### src/rtl/ptmr_pkg.sv
package ptmr_pkg;
  typedef enum logic [1:0] {
    SEL_CTRL = 2'd0,
    SEL_HI   = 2'd1,
    SEL_LO   = 2'd2,
    SEL_NONE = 2'd3
  } reg_sel_e;

  localparam int CTRL_CLR_BIT  = 7;
  localparam int CTRL_HALT_BIT = 5;
endpackage

### src/rtl/ptmr_ctrl.sv
module ptmr_ctrl
  import ptmr_pkg::*;
#(
  parameter int BUS_W = 8,
  parameter int SEL_W = 3
) (
  input  logic             clk_i,
  input  logic             rst_ni,
  input  logic             wr_i,
  input  logic [1:0]       sel_i,
  input  logic [BUS_W-1:0] wdata_i,
  output logic             halt_o,
  output logic [SEL_W-1:0] code_o,
  output logic             clr_o
);
  logic             ctrl_wr;
  logic             halt_q;
  logic [SEL_W-1:0] code_q;
  logic             unused_wdata;

  assign ctrl_wr = wr_i && (sel_i == SEL_CTRL);
  // clear is a pulse, never stored
  assign clr_o   = ctrl_wr && wdata_i[CTRL_CLR_BIT];
  assign unused_wdata = ^wdata_i;

  always_ff @(posedge clk_i or negedge rst_ni) begin
    if (!rst_ni) begin
      halt_q <= 1'b0;
      code_q <= '0;
    end else if (ctrl_wr) begin
      halt_q <= wdata_i[CTRL_HALT_BIT];
      code_q <= wdata_i[SEL_W-1:0];
    end
  end

  assign halt_o = halt_q;
  assign code_o = code_q;
endmodule

### src/rtl/ptmr_prescaler.sv
module ptmr_prescaler #(
  parameter int PRE_W = 6,
  parameter int SEL_W = 3
) (
  input  logic             clk_i,
  input  logic             rst_ni,
  input  logic             clr_i,
  input  logic             run_i,
  input  logic [SEL_W-1:0] code_i,
  output logic             tick_o
);
  localparam int NCODE = 1 << SEL_W;

  logic [PRE_W-1:0] pre_q;
  logic [NCODE-1:0] tap;

  always_ff @(posedge clk_i or negedge rst_ni) begin
    if (!rst_ni)    pre_q <= '0;
    else if (clr_i) pre_q <= '0;
    else if (run_i) pre_q <= pre_q + 1'b1;
  end

  // tap k fires when the low k chain bits are all ones; codes past PRE_W never fire
  for (genvar k = 0; k < NCODE; k++) begin : g_tap
    if (k == 0) begin : g_div1
      assign tap[k] = 1'b1;
    end else if (k <= PRE_W) begin : g_div
      assign tap[k] = &pre_q[k-1:0];
    end else begin : g_off
      assign tap[k] = 1'b0;
    end
  end

  assign tick_o = run_i && tap[code_i];
endmodule

### src/rtl/ptmr_counter.sv
module ptmr_counter #(
  parameter int CNT_W = 16
) (
  input  logic             clk_i,
  input  logic             rst_ni,
  input  logic             clr_i,
  input  logic             tick_i,
  output logic [CNT_W-1:0] cnt_o
);
  logic [CNT_W-1:0] cnt_q;

  always_ff @(posedge clk_i or negedge rst_ni) begin
    if (!rst_ni)     cnt_q <= '0;
    else if (clr_i)  cnt_q <= '0;
    else if (tick_i) cnt_q <= cnt_q + 1'b1;
  end

  assign cnt_o = cnt_q;
endmodule

### src/rtl/ptmr_readback.sv
module ptmr_readback
  import ptmr_pkg::*;
#(
  parameter int CNT_W = 16,
  parameter int BUS_W = 8,
  parameter int SEL_W = 3
) (
  input  logic             clk_i,
  input  logic             rst_ni,
  input  logic             rd_i,
  input  logic [1:0]       sel_i,
  input  logic [CNT_W-1:0] cnt_i,
  input  logic             halt_i,
  input  logic [SEL_W-1:0] code_i,
  output logic [BUS_W-1:0] rdata_o,
  output logic             lat_o,
  output logic [BUS_W-1:0] buf_o
);
  logic [BUS_W-1:0] hi_b, lo_b, ctrl_b;
  logic             lat_q;
  logic [BUS_W-1:0] buf_q;

  assign hi_b = cnt_i[CNT_W-1 -: BUS_W];
  assign lo_b = cnt_i[BUS_W-1:0];

  always_comb begin
    ctrl_b                = '0;
    ctrl_b[SEL_W-1:0]     = code_i;
    ctrl_b[CTRL_HALT_BIT] = halt_i;
  end

  always_ff @(posedge clk_i or negedge rst_ni) begin
    if (!rst_ni) begin
      lat_q <= 1'b0;
      buf_q <= '0;
    end else if (rd_i && sel_i == SEL_HI && !lat_q) begin
      lat_q <= 1'b1;
      buf_q <= lo_b;
    end else if (rd_i && sel_i == SEL_LO) begin
      lat_q <= 1'b0;
    end
  end

  always_comb begin
    unique case (sel_i)
      SEL_CTRL: rdata_o = ctrl_b;
      SEL_HI:   rdata_o = hi_b;
      SEL_LO:   rdata_o = lat_q ? buf_q : lo_b;
      default:  rdata_o = '0;
    endcase
  end

  assign lat_o = lat_q;
  assign buf_o = buf_q;
endmodule

### src/rtl/ptmr_top.sv
module ptmr_top #(
  parameter int CNT_W = 16,
  parameter int BUS_W = 8,
  parameter int SEL_W = 3,
  parameter int PRE_W = 6
) (
  input  logic             clk_i,
  input  logic             rst_ni,
  input  logic [1:0]       sel_i,
  input  logic             wr_i,
  input  logic             rd_i,
  input  logic [BUS_W-1:0] wdata_i,
  output logic [BUS_W-1:0] rdata_o
);
  logic             halt_q;
  logic [SEL_W-1:0] code_q;
  logic             clr;
  logic             tick;
  logic [CNT_W-1:0] cnt_q;
  logic             lat_q;
  logic [BUS_W-1:0] lo_buf_q;

  ptmr_ctrl #(.BUS_W(BUS_W), .SEL_W(SEL_W)) u_ctrl (
    .clk_i, .rst_ni, .wr_i, .sel_i, .wdata_i,
    .halt_o(halt_q), .code_o(code_q), .clr_o(clr)
  );

  ptmr_prescaler #(.PRE_W(PRE_W), .SEL_W(SEL_W)) u_pre (
    .clk_i, .rst_ni, .clr_i(clr), .run_i(!halt_q), .code_i(code_q), .tick_o(tick)
  );

  ptmr_counter #(.CNT_W(CNT_W)) u_cnt (
    .clk_i, .rst_ni, .clr_i(clr), .tick_i(tick), .cnt_o(cnt_q)
  );

  ptmr_readback #(.CNT_W(CNT_W), .BUS_W(BUS_W), .SEL_W(SEL_W)) u_rb (
    .clk_i, .rst_ni, .rd_i, .sel_i, .cnt_i(cnt_q), .halt_i(halt_q), .code_i(code_q),
    .rdata_o, .lat_o(lat_q), .buf_o(lo_buf_q)
  );
endmodule

### config.mk
export PLATFORM = sky130hd
export DESIGN_NAME = ptmr_top
export DESIGN_NICKNAME = d
export VERILOG_FILES = /design/src/rtl/ptmr_pkg.sv /design/src/rtl/ptmr_ctrl.sv /design/src/rtl/ptmr_prescaler.sv /design/src/rtl/ptmr_counter.sv /design/src/rtl/ptmr_readback.sv /design/src/rtl/ptmr_top.sv
export SDC_FILE = /design/constraint.sdc
export NUM_CORES = 1
export LEC_CHECK = 0
export BUFFER_PORTS_ARGS = -buffer_cell sky130_fd_sc_hd__clkbuf_2
export CAP_MARGIN = 20
export CORE_MARGIN = 4
export CORE_UTILIZATION = 62
export DETAILED_ROUTE_END_ITERATION = 10
export MAX_ROUTING_LAYER = met4
export PLACE_DENSITY = 0.94
export SLEW_MARGIN = 40
export SYNTH_ARGS = -nofsm -noshare
export SYNTH_HDL_FRONTEND = slang
export SYNTH_SLANG_ARGS = --single-unit
### constraint.sdc
create_clock -name clk_i -period 5.5 [get_ports clk_i]
set_input_delay 1.375 -clock clk_i [delete_from_list [all_inputs] [get_ports clk_i]]
set_output_delay 1.375 -clock clk_i [all_outputs]
set_load 0.01 [all_outputs]
==> metrics.sh, run 1 <==
ROUTE.VIAS.TOTAL=1472
FP.DIEW_UM=63.2
PORT_BUFFERS=18
HOLD_SLACK_NS=0.521
MIN_PERIOD_NS=3.75
AREA_GROWTH_PCT=9.80
TOTAL_DETAILED_ROUTING_WIRELENGTH_UM=3820
SEQUENTIALPOWERSHARE=0.525
SETUP.WORST_PATH.END_CLASS='primary output'
DETAIL_ROUTE.FIRST_PASS.ITERATIONS=4
POSTSYNTHREGISTERBITS=35
YOSYSSEQAREASHARE=0.464
SYN-MEAN-INSTANCE-AREA_UM2=10.4
PLACE.GP.CONGESTION=0.897
AVGVIACOUNTPERCELL=6.40
DR.FIRST_ITER.DRC_COUNT=101
CRIT_FANOUT=13
CTS_TREE='done'
POWER_FRAC_COMB=0.272
CTS_MAX_PATH_BUFFERS=2
GRT_ANTENNA_BEFORE_REPAIR=0
START_UTIL=0.668
SYNTH_ENABLE_FLOP_CELLS=0
DRIVE_GT1_FRAC=0.216
MINIMUM_SETUP_SLACK_IN_THE_FINAL_DESIGN_NS=1.75
AVGROUTEDWIREPERCELL_UM=16.6
FINAL.FILL_COUNT=219
PIN_COUNT_OF_THE_BIGGEST_NET_ENTERING_GLOBAL_ROUTING=36
HOLD_PATH_CLASS='reg -> reg'
CELL_INTERNAL_PWR_mW=0.505
PORTION_OF_THE_CLOCK_CYCLE_CONSUMED_BY_THE_WORST_PATH_IN_THE_FINAL_LAYOUT=0.682
DIE_AREA_UM2=3990
HOLD_FAILS_FINAL_RPT=0
FIRST_GLOBAL_VIAS=1508
CLK-INSERTION-DELAY-LATE_NS=0.34
P_LEAK_nW=0.974
DRC=0
GRT_SETUP_UNREPAIRED='false'
SYNTH_FP_NETS=200
YS_WARN_COUNT=0
SYNTHTOPCELLSBYCOUNT='sky130_fd_sc_hd__dfrtp_1, sky130_fd_sc_hd__mux2i_1, sky130_fd_sc_hd__nor2_1'
YS.FLOP_TYPE='sky130_fd_sc_hd__dfrtp_1'
FINAL-MAX-SLEW-VIOLATION-COUNT=0
CORE_UM2=2830
DPL_WORST_SLACK_NS=1.81
CELL_AREA_AFTER_PLACEMENT_UM2=1990
POWER.SHARE.SWITCHING=0.341
YS_TYPES=35
PLACE_HPWL_UM=2700
WORST-SETUP-PATH-TYPE='in -> out'
NET_SWITCHING_COMPONENT_OF_THE_POWER_mW=0.261
CTS_HOLD_BUF=0
RUN_STATUS='finished clean'
ROWS=19
CTS.REPAIR.RESIZED=0
SYNTH.MOST_COMMON_CELL='sky130_fd_sc_hd__dfrtp_1'
SYN_INST=182
POST-SYNTH-TOP-AREA-FRACTION=0.464
WORST-SLEW-PIN-TRANSITION_NS=0.819
GRT_USAGE=0.217
TIMING.CRITICAL_PATH.FROM_TYPE='primary input'
SYNTHESIS.AREA_UM2=1890
CTS_ROOT_BUFFER='sky130_fd_sc_hd__clkbuf_4'
SYNTH.TOP_CELLS.BY_AREA='sky130_fd_sc_hd__dfrtp_1, sky130_fd_sc_hd__mux2i_1, sky130_fd_sc_hd__mux2_2, sky130_fd_sc_hd__xor2_1, sky130_fd_sc_hd__nor2_1'
POST-ROUTE-CELL-AREA_UM2=2070
ANT_NETS=0
POSTSYNTH.ASYNCRESETSHARE=1.00
WORST_IR_DROP_VDD_mV=0.257
SYNTH_AREA_LEADER_CELL='sky130_fd_sc_hd__dfrtp_1'
TIMING.SETUP.TNS_NS=0
GRT_REMAINING_OVERFLOW=0
CTS.REPORTEDPATHS.CLKPINSLEW_NS=0.09
WORSTPATHREQUIRED_NS=4.12
DIE_H_UM=63.2
INSERTEDDIODECOUNT=0
SETUP_VIOL_COUNT_FINAL=0
POWER_PER_CELL_AREA_nW_PER_UM2=369
CAP_VIOLATIONS=0
CLOCK_POWER_SHARE=0.203
NUMBER_OF_CLOCK_BUFFERS_INSERTED_BY_TRITONCTS=5
FINALPOWER_mW=0.766
WORST_CLOCK_SKEW_ON_THE_FINAL_LAYOUT_NS=0.00922
CTS-HTREE-LEVELS=2
FIRST_PASS_GRT_WIRE_LENGTH_UM=6610
WORST-ENDPOINT-ARRIVAL_NS=2.38
FINAL_NET_COUNT=216
IO-PIN-COUNT=22
POST-CTS-SETUP-BUFFER-COUNT=0
CLOCK_SINKS=35
SLEW_HEADROOM=0.454
FMAX_MHz=266
[critical path: stages]
cell                       delay (ns)
sky130_fd_sc_hd__clkbuf_2        0.22
sky130_fd_sc_hd__nand2b_1        0.34
sky130_fd_sc_hd__o22ai_1         0.27
sky130_fd_sc_hd__clkbuf_2        0.17
[worst paths after layout]
path / startpoint / endpoint / slack [ns] / depth (start not counted)
min: u_rb.buf_o[4] / u_rb.buf_o[4] / 0.52 / 1
min reg2reg: u_rb.buf_o[4] / u_rb.buf_o[4] / 0.52 / 1
max in group asynchronous: rst_ni / u_rb.buf_o[2] / 4.22 / 1
max: sel_i[0] / rdata_o[2] / 1.75 / 4
min in group asynchronous: rst_ni / u_cnt.cnt_o[12] / 0.97 / 1
max reg2reg: u_pre.pre_q[0] / u_cnt.cnt_o[15] / 2.96 / 7
[stage by stage]
step	utilization	instances
after global routing	0.733	230
after detailed placement	0.703	222
final	0.733	230
after CTS	0.727	230
after global placement	0.701	222
after floorplan	-	182
[cells in the final DEF (no fill, tap or decap), types with 3 or more instances in the layout]
cell / count
sky130_fd_sc_hd__o22ai_1: 8
sky130_fd_sc_hd__nor2_1: 17
sky130_fd_sc_hd__or3_1: 4
sky130_fd_sc_hd__nor3_1: 3
sky130_fd_sc_hd__a21oi_1: 6
sky130_fd_sc_hd__o21ai_0: 7
sky130_fd_sc_hd__inv_1: 4
sky130_fd_sc_hd__nand2_1: 10
sky130_fd_sc_hd__ha_1: 4
sky130_fd_sc_hd__mux2i_1: 17
sky130_fd_sc_hd__xor2_1: 11
sky130_fd_sc_hd__dfrtp_1: 35
sky130_fd_sc_hd__nand4_1: 4
sky130_fd_sc_hd__nand3_1: 8
sky130_fd_sc_hd__clkbuf_4: 5
sky130_fd_sc_hd__and3_1: 3
sky130_fd_sc_hd__clkbuf_2: 17
sky130_fd_sc_hd__mux2_2: 11
[metal layers]
| metal | routed length [um] | share of wire | track usage | up-vias |
|---|---|---|---|---|
| li1 | - | - | - | 686 |
| met1 | 1560 | 0.41 | 0.247 | 729 |
| met2 | 1950 | 0.51 | 0.365 | 41 |
| met3 | 209 | 0.055 | 0.0533 | 16 |
| met4 | 101 | 0.026 | 0.0916 | 0 |
| met5 | 0 | 0 | - | - |
[power by group through the flow]
stage                     Sequential [mW]  Clock, mW  Combinational (mW)
after floorplan                     0.379          0               0.166
after global placement              0.399          0               0.189
after detailed placement            0.405          0               0.207
after CTS                           0.400      0.162               0.208
after global routing                0.416      0.177               0.233
final                               0.402      0.155               0.208
[kinds of logic after synthesis]
| logic type | count (synthesis) | share of synthesized area |
|---|---|---|
| compound gates | 25 | 0.0808 |
| xor+xnor | 12 | 0.0556 |
| fa+ha+maj | 4 | 0.0265 |
| buf+inv | 13 | 0.0271 |
| flops | 35 | 0.464 |
| mux | 28 | 0.156 |
| simple gates | 65 | 0.191 |
[flip-flops by register name, indices dropped and copies added (netlist names)]
| signal | cells |
|---|---|
| u_ctrl.code_o | 3 |
| u_ctrl.halt_o | 1 |
| u_rb.buf_o | 8 |
| u_pre.pre_q | 6 |
| u_rb.lat_o | 1 |
| u_cnt.cnt_o | 16 |
[area by class of cell]
class / count / area (um^2) / area share
Multi-Input combinational cell: 134 / 983 / 0.474
Inverter: 4 / 15.0 / 0.00724
Timing Repair Buffer: 18 / 92.6 / 0.0446
Tap cell: 31 / 38.8 / 0.0187
Clock buffer: 8 / 68.8 / 0.0332
Sequential cell: 35 / 876 / 0.422
No activity file was read; power rests on OpenSTA's default activity.
==> run 2: changes to the inputs <==
- ABC_AREA: not set -> 1
- CORE_UTILIZATION: 62 -> 53
- PLACE_DENSITY: 0.94 -> 0.85
- clock period: 5.5 -> 3.4 ns (I/O delays scaled with it)
==> run 2 against run 1 <==
Against the previous run:
- total power rose by 110%
- critical path depth rose by 3
- sequential share of layout area fell by 7.0 points
- hold slack got worse by 0.030 ns
- worst setup slack got worse by 1.0 ns
- wire length rose by 31%
- first-iteration DRC count rose by 55%
- die area rose by 35%
- sequential power rose by 86%
- clock power rose by 130%
- clock skew rose by 0.0038 ns
- utilization fell by 12 points
==> metrics.sh, run 2 <==
PORTION_OF_THE_CLOCK_CYCLE_CONSUMED_BY_THE_WORST_PATH_IN_THE_FINAL_LAYOUT=0.781
CAP_VIOLATIONS=0  # unchanged
DPL_WORST_SLACK_NS=0.761  # -1.05 ns
MOSTFREQUENTLAYOUTCELL='sky130_fd_sc_hd__nand2_1'
DIE_H_UM=73.4  # +16%
CTS.REPAIR.RESIZED=0  # unchanged
PIN_COUNT_OF_THE_BIGGEST_NET_ENTERING_GLOBAL_ROUTING=36  # unchanged
SYNTHTOPCELLSBYCOUNT='sky130_fd_sc_hd__nand2_1, sky130_fd_sc_hd__dfrtp_1, sky130_fd_sc_hd__nor2_1'
SETUP.WORST_PATH.END_CLASS='primary output'
GRT_SETUP_UNREPAIRED='false'
CRITPATHTOPFAMILY='compound AO/OA/AOI/OAI gates'
AVGVIACOUNTPERCELL=5.44  # -15%
FINALPOWER_mW=1.63  # +110%
CELL_AREA_AFTER_PLACEMENT_UM2=2380  # +20%
FIRST_PASS_GRT_WIRE_LENGTH_UM=8930  # +35%
FINAL-MAX-SLEW-VIOLATION-COUNT=0  # unchanged
YOSYSSEQAREASHARE=0.387  # -0.0768
ANT_NETS=0  # unchanged
R2R_SLACK_NS=1.54  # -1.42 ns
SYN-MEAN-INSTANCE-AREA_UM2=7.45  # -28%
POWER_PER_CELL_AREA_nW_PER_UM2=654  # +77%
SYNTH_ENABLE_FLOP_CELLS=0  # unchanged
TIMING.RR.END='u_cnt.cnt_o[4]'
FIRST_GLOBAL_VIAS=1985  # +32%
TIMING.SETUP.TNS_NS=0  # unchanged
WORST_IR_DROP_VDD_mV=0.359  # +40%
RUN_STATUS='finished clean'
SYNTHESIS.AREA_UM2=2260  # +20%
DIE_AREA_UM2=5380  # +35%
SYNTH_FP_NETS=322  # +61%
POST-ROUTE-CELL-AREA_UM2=2490  # +20%
WORST-SETUP-PATH-TYPE='in -> out'
WORSTPATHREQUIRED_NS=2.55  # -1.57 ns
TIMING.CRITICAL_PATH.FROM_TYPE='primary input'
P_LEAK_nW=1.17  # +20%
SYN_INST=304  # +67%
POSTSYNTHREGISTERBITS=35  # unchanged
PLACE_HPWL_UM=3700  # +37%
CLOCK_SINKS=35  # unchanged
YS.FLOP_TYPE='sky130_fd_sc_hd__dfrtp_1'
DRC=0  # unchanged
YS_WARN_COUNT=0  # unchanged
ROWS=23  # +4
DETAIL_ROUTE.FIRST_PASS.ITERATIONS=4  # unchanged
MIN_PERIOD_NS=2.65
NUMBER_OF_CLOCK_BUFFERS_INSERTED_BY_TRITONCTS=5  # unchanged
FMAX_MHz=377
CTS_TREE='done'
HOLD_PATH_CLASS='reg -> reg'
PORT_BUFFERS=18  # unchanged
HOLD_SLACK_NS=0.490  # -0.0303 ns
INSERTEDDIODECOUNT=0  # unchanged
CRIT_FANOUT=7  # -6
POST-CTS-SETUP-BUFFER-COUNT=0  # unchanged
TIMING.CRITICAL_PATH.BUF_INV=3  # +1
CP_CELL_SEQUENCE='clkbuf_2, inv_1, nand2_1, a21oi_1, o21ai_0, o221ai_1, clkbuf_2'
CTS_HOLD_BUF=0  # unchanged
DR.FIRST_ITER.DRC_COUNT=157  # +55%
POST-SYNTH-TOP-AREA-FRACTION=0.387  # -0.0768
ROUTE.VIAS.TOTAL=2034  # +38%
CORE_UM2=4060  # +43%
MIN-DELAY-START='u_rb.buf_o[2]'
SYNTH.TOP_CELLS.BY_AREA='sky130_fd_sc_hd__dfrtp_1, sky130_fd_sc_hd__nand2_1, sky130_fd_sc_hd__nand3_1, sky130_fd_sc_hd__nor2_1, sky130_fd_sc_hd__nand3_2'
WORST_CLOCK_SKEW_ON_THE_FINAL_LAYOUT_NS=0.0131  # +0.00383 ns
GRT_USAGE=0.220  # +0.00368
FINAL_NET_COUNT=342  # +58%
CTS_ROOT_BUFFER='sky130_fd_sc_hd__clkbuf_8'
REG2REG_DEPTH=10  # +3
MAX_INCR_DELAY_ON_CP_NS=0.18  # -0.16 ns
DRIVE_GT1_FRAC=0.191  # -0.0247
TOTAL_DETAILED_ROUTING_WIRELENGTH_UM=5020  # +31%
AREA_GROWTH_PCT=9.94
HOLD_FAILS_FINAL_RPT=0  # unchanged
YS_TYPES=35  # unchanged
MIN_DELAY_ENDPOINT='u_rb.buf_o[2]'
SYNTH_AREA_LEADER_CELL='sky130_fd_sc_hd__dfrtp_1'
WORST-SLEW-PIN-TRANSITION_NS=0.479  # -0.340 ns
SLEW_HEADROOM=0.681  # +0.227
LARGEST_REG_FLOPS=16  # unchanged
MOSTFREQUENTLAYOUTCELLS='sky130_fd_sc_hd__nand2_1, sky130_fd_sc_hd__dfrtp_1, sky130_fd_sc_hd__nor2_1'
GRT_REMAINING_OVERFLOW=0  # unchanged
POSTSYNTH.ASYNCRESETSHARE=1.00  # unchanged
CTS.REPORTEDPATHS.CLKPINSLEW_NS=0.07  # -0.02 ns
CLK-INSERTION-DELAY-LATE_NS=0.29  # -0.05 ns
SYNTH.MOST_COMMON_CELL='sky130_fd_sc_hd__nand2_1'
IO-PIN-COUNT=22  # unchanged
CTS-HTREE-LEVELS=2  # unchanged
CTS_MAX_PATH_BUFFERS=2  # unchanged
FP.DIEW_UM=73.4  # +16%
START_UTIL=0.558  # -0.110
AVGROUTEDWIREPERCELL_UM=13.4  # -19%
GRT_ANTENNA_BEFORE_REPAIR=0  # unchanged
CRIT_PATH_TOP_DELAY_CELL='sky130_fd_sc_hd__clkbuf_2'
SETUP_VIOL_COUNT_FINAL=0  # unchanged
WORST-ENDPOINT-ARRIVAL_NS=1.80  # -0.58 ns
CRIT_PATH_FREQUENT_CELL='sky130_fd_sc_hd__clkbuf_2'
TIMING.RR.START='u_pre.pre_q[0]'
MINIMUM_SETUP_SLACK_IN_THE_FINAL_DESIGN_NS=0.746  # -1.00 ns
HOLD_PATH_DEPTH=2  # +1
PLACE.GP.CONGESTION=0.874  # -2.5%
[run 2: cell types whose count changed after synthesis, sizes merged, moves of 10 or more]
| cell | previous run | this run |
|---|---|---|
| inv | 4 | 33 |
| mux2 | 11 | 1 |
| mux2i | 17 | 0 |
| nand2 | 10 | 88 |
| nand3 | 10 | 37 |
| nor2 | 17 | 41 |
| o21ai | 7 | 23 |
[run 2: power by group]
group	switching (mW)	total, mW	internal, mW
Clock	0.150	0.364	0.214
Sequential	0.184	0.747	0.563
Combinational	0.314	0.516	0.202
[run 2: metal layers]
layer / routed length [um] / up-vias / global-route usage
li1: - / 1031 / -
met1: 2130 / 939 / 0.248
met2: 2550 / 52 / 0.370
met3: 211 / 12 / 0.0479
met4: 131 / 0 / 0.107
met5: 0 / - / -
[run 2: worst max path at each step]
stage | startpoint | to | depth (start not counted)
global placement | sel_i[0] | rdata_o[2] | 7
CTS | sel_i[0] | rdata_o[5] | 7
floorplan | sel_i[0] | rdata_o[2] | 5
detailed placement | sel_i[0] | rdata_o[2] | 7
global route | sel_i[0] | rdata_o[5] | 7
finish | sel_i[0] | rdata_o[5] | 7
[run 2: area by class of cell]
cell class	instances	area, um^2
clock buffer	5	68.8
clock inverter	2	37.5
fill	363	1570
inverter	34	128
multi-input combinational	229	1220
sequential	35	876
tap	50	62.6
timing repair buffer	19	100
[run 2: kinds of logic (layout without fill, tap and decap cells)]
family,count (synthesis),in the layout,share of synthesized area
muxes,1,1,0.00497
and+or+nand+nor,177,177,0.390
AOI/OAI and AO/OA,44,44,0.109
adders and majority gates,4,4,0.0221
xor gates and xnor gates,3,3,0.0116
buffers and inverters,40,60,0.0757
DFF,35,35,0.387
[run 2: metrics by stage]
stage	utilization	cells
2_1_floorplan	-	304
3_3_place_gp	0.587	367
3_5_place_dp	0.587	367
4_1_cts	0.614	374
5_1_grt	0.614	374
6_report	0.614	374
[run 2: worst register-to-register path, delay by kind of cell (launching register included)]
kind | cells | cell delay, ns
fa+ha+maj | 2 | 0.37
simple gates | 7 | 0.95
flops | 1 | 0.40
buf+inv | 1 | 0.08
==> run 3: changes to the inputs <==
- CORE_UTILIZATION: 53 -> 59
- PLACE_DENSITY: 0.85 -> 0.9
- clock period: 3.4 -> 2.5 ns (I/O delays scaled with it)
==> run 3 against run 2 <==
Against the previous run:
- hold slack got worse by 0.19 ns
- clock skew about the same
- wire length increased by 4.3%
- total power rose by 35%
- worst setup slack worse by 0.49 ns
- critical path type is now reg -> out
- global-route usage grew 1.6 points
- clock power up 28%
==> metrics.sh, run 3 (synthesis results as in run 2) <==
POST-ROUTE-CELL-AREA_UM2=2480  # -0.35%
MAX_INCR_DELAY_ON_CP_NS=0.41  # +0.23 ns
FIRST_GLOBAL_VIAS=1952  # -1.7%
MOSTFREQUENTLAYOUTCELLS='sky130_fd_sc_hd__nand2_1, sky130_fd_sc_hd__dfrtp_1, sky130_fd_sc_hd__nor2_1'
IO-PIN-COUNT=22  # unchanged
GRT_USAGE=0.237  # +0.0163
MINIMUM_SETUP_SLACK_IN_THE_FINAL_DESIGN_NS=0.252  # -0.494 ns
AVGROUTEDWIREPERCELL_UM=14.0  # +4.6%
INSERTEDDIODECOUNT=0  # unchanged
CP_CELL_SEQUENCE='inv_1, a21oi_1, o21ai_0, o221ai_1, clkbuf_2'
FP.DIEW_UM=70.0  # -4.6%
CTS_TREE='done'
CELL_AREA_AFTER_PLACEMENT_UM2=2380  # -0.11%
GRT_REMAINING_OVERFLOW=0  # unchanged
CTS_ROOT_BUFFER='sky130_fd_sc_hd__clkbuf_8'
SETUP.WORST_PATH.END_CLASS='primary output'
ROUTE.VIAS.TOTAL=2062  # +1.4%
FIRST_PASS_GRT_WIRE_LENGTH_UM=8960  # +0.39%
CTS.REPORTEDPATHS.CLKPINSLEW_NS=0.08  # about the same
DRIVE_GT1_FRAC=0.191  # -0.000589
FINAL_CELL_COUNT_NO_FILL=373  # -0.27%
PLACE_HPWL_UM=3740  # +1.1%
P_LEAK_nW=1.18  # +0.11%
SETUP_VIOL_COUNT_FINAL=0  # unchanged
FINAL-MAX-SLEW-VIOLATION-COUNT=0  # unchanged
WORST-SLEW-PIN-TRANSITION_NS=0.490  # +0.0116 ns
WORST_IR_DROP_VDD_mV=0.486  # +35%
LARGEST_REG_FLOPS=16  # unchanged
CORE_UM2=3690  # -9.1%
WORST_CLOCK_SKEW_ON_THE_FINAL_LAYOUT_NS=0.0130  # -0.0000143 ns
RUN_STATUS='finished clean'
CTS_HOLD_BUF=0  # unchanged
PIN_COUNT_OF_THE_BIGGEST_NET_ENTERING_GLOBAL_ROUTING=36  # unchanged
POWER_PER_CELL_AREA_nW_PER_UM2=885  # +35%
TOTAL_DETAILED_ROUTING_WIRELENGTH_UM=5240  # +4.3%
HOLD_FAILS_FINAL_RPT=0  # unchanged
DIE_H_UM=70.0  # -4.6%
DETAIL_ROUTE.FIRST_PASS.ITERATIONS=4  # unchanged
ROWS=22  # -4.3%
WORSTPATHREQUIRED_NS=1.88  # -0.67 ns
TIMING.CRITICAL_PATH.BUF_INV=2  # -1
DIE_AREA_UM2=4890  # -9.1%
MIN_PERIOD_NS=2.25
CLOCK_SINKS=35  # unchanged
PLACE.GP.CONGESTION=0.869  # -0.61%
DPL_WORST_SLACK_NS=0.305  # -0.455 ns
HOLD_PATH_CLASS='in -> async'
AVGVIACOUNTPERCELL=5.53  # +1.6%
PLACEDCELLCOUNT=365  # -0.54%
WORST-SETUP-PATH-TYPE='reg -> out'
WORST-ENDPOINT-ARRIVAL_NS=1.62  # -0.18 ns
CRIT_FANOUT=15  # +8
CRITPATHTOPFAMILY='buffers and inverters'
TIMING.SETUP.TNS_NS=0  # unchanged
AREA_GROWTH_PCT=9.56
SLEW_HEADROOM=0.673  # -0.00775
CRIT_PATH_TOP_DELAY_CELL='sky130_fd_sc_hd__dfrtp_1'
GRT_ANTENNA_BEFORE_REPAIR=0  # unchanged
POST-CTS-SETUP-BUFFER-COUNT=0  # unchanged
HOLD_SLACK_NS=0.301  # -0.190 ns
MOSTFREQUENTLAYOUTCELL='sky130_fd_sc_hd__nand2_1'
NUMBER_OF_CLOCK_BUFFERS_INSERTED_BY_TRITONCTS=5  # unchanged
DR.FIRST_ITER.DRC_COUNT=175  # +11%
PORT_BUFFERS=18  # unchanged
TIMING.CRITICAL_PATH.FROM_TYPE='flip-flop'
CTS_MAX_PATH_BUFFERS=2  # unchanged
PORTION_OF_THE_CLOCK_CYCLE_CONSUMED_BY_THE_WORST_PATH_IN_THE_FINAL_LAYOUT=0.899
FINAL_NET_COUNT=342  # unchanged
CAP_VIOLATIONS=0  # unchanged
ANT_NETS=0  # unchanged
DRC=0  # unchanged
CTS-HTREE-LEVELS=2  # unchanged
FMAX_MHz=445
START_UTIL=0.614  # +0.0559
CLK-INSERTION-DELAY-LATE_NS=0.31  # +0.02 ns
CTS.REPAIR.RESIZED=0  # unchanged
GRT_SETUP_UNREPAIRED='false'
==> run 3: report_power, final <==
group / internal, mW / switching (mW) / leakage [nW]
combinational: 0.277 / 0.446 / 0.668
clock: 0.251 / 0.214 / 0.0515
sequential: 0.766 / 0.241 / 0.456
==> run 3: path summary, 6_finish.rpt <==
kind | from | end | slack [ns] | cells after the start
max | u_rb.lat_o | rdata_o[5] | 0.25 | 5
min | rst_ni | u_cnt.cnt_o[3] | 0.30 | 1
max reg2reg | u_pre.pre_q[0] | u_cnt.cnt_o[6] | 0.66 | 10
min reg2reg | u_rb.buf_o[5] | u_rb.buf_o[5] | 0.50 | 2
max in group asynchronous | rst_ni | u_cnt.cnt_o[8] | 1.85 | 1
min in group clk_i | u_rb.buf_o[5] | u_rb.buf_o[5] | 0.50 | 2
==> run 3: final cells by class <==
cell class                 instances  area (um^2)
multi-input combinational        229         1220
sequential                        35          876
fill                             308         1210
timing repair buffer              19          100
clock buffer                       8          100
inverter                          34          128
tap                               48         60.1
==> run 3: worst reg2reg max path, stage by stage, from the launching register on <==
cell,delay (ns)
sky130_fd_sc_hd__dfrtp_1,0.41
sky130_fd_sc_hd__ha_1,0.24
sky130_fd_sc_hd__inv_1,0.10
sky130_fd_sc_hd__nor2_4,0.05
sky130_fd_sc_hd__ha_1,0.17
sky130_fd_sc_hd__nand3_1,0.12
sky130_fd_sc_hd__nand3_2,0.11
sky130_fd_sc_hd__nand3_4,0.22
sky130_fd_sc_hd__nand2_4,0.16
sky130_fd_sc_hd__nand2_1,0.09
sky130_fd_sc_hd__nand2_1,0.06
==> run 3: stage by stage <==
step / total power [mW] / utilization
after floorplan: 1.51 / -
after global routing: 2.36 / 0.673
after CTS: 2.19 / 0.673
after global placement: 1.68 / 0.645
final: 2.20 / 0.673
after detailed placement: 1.73 / 0.646
==> run 3: layer usage <==
| layer | up-vias | share of wire | global-route usage |
|---|---|---|---|
| li1 | 1033 | - | - |
| met1 | 946 | 0.42 | 0.289 |
| met2 | 65 | 0.50 | 0.371 |
| met3 | 18 | 0.051 | 0.0417 |
| met4 | 0 | 0.031 | 0.130 |
| met5 | - | 0 | - |
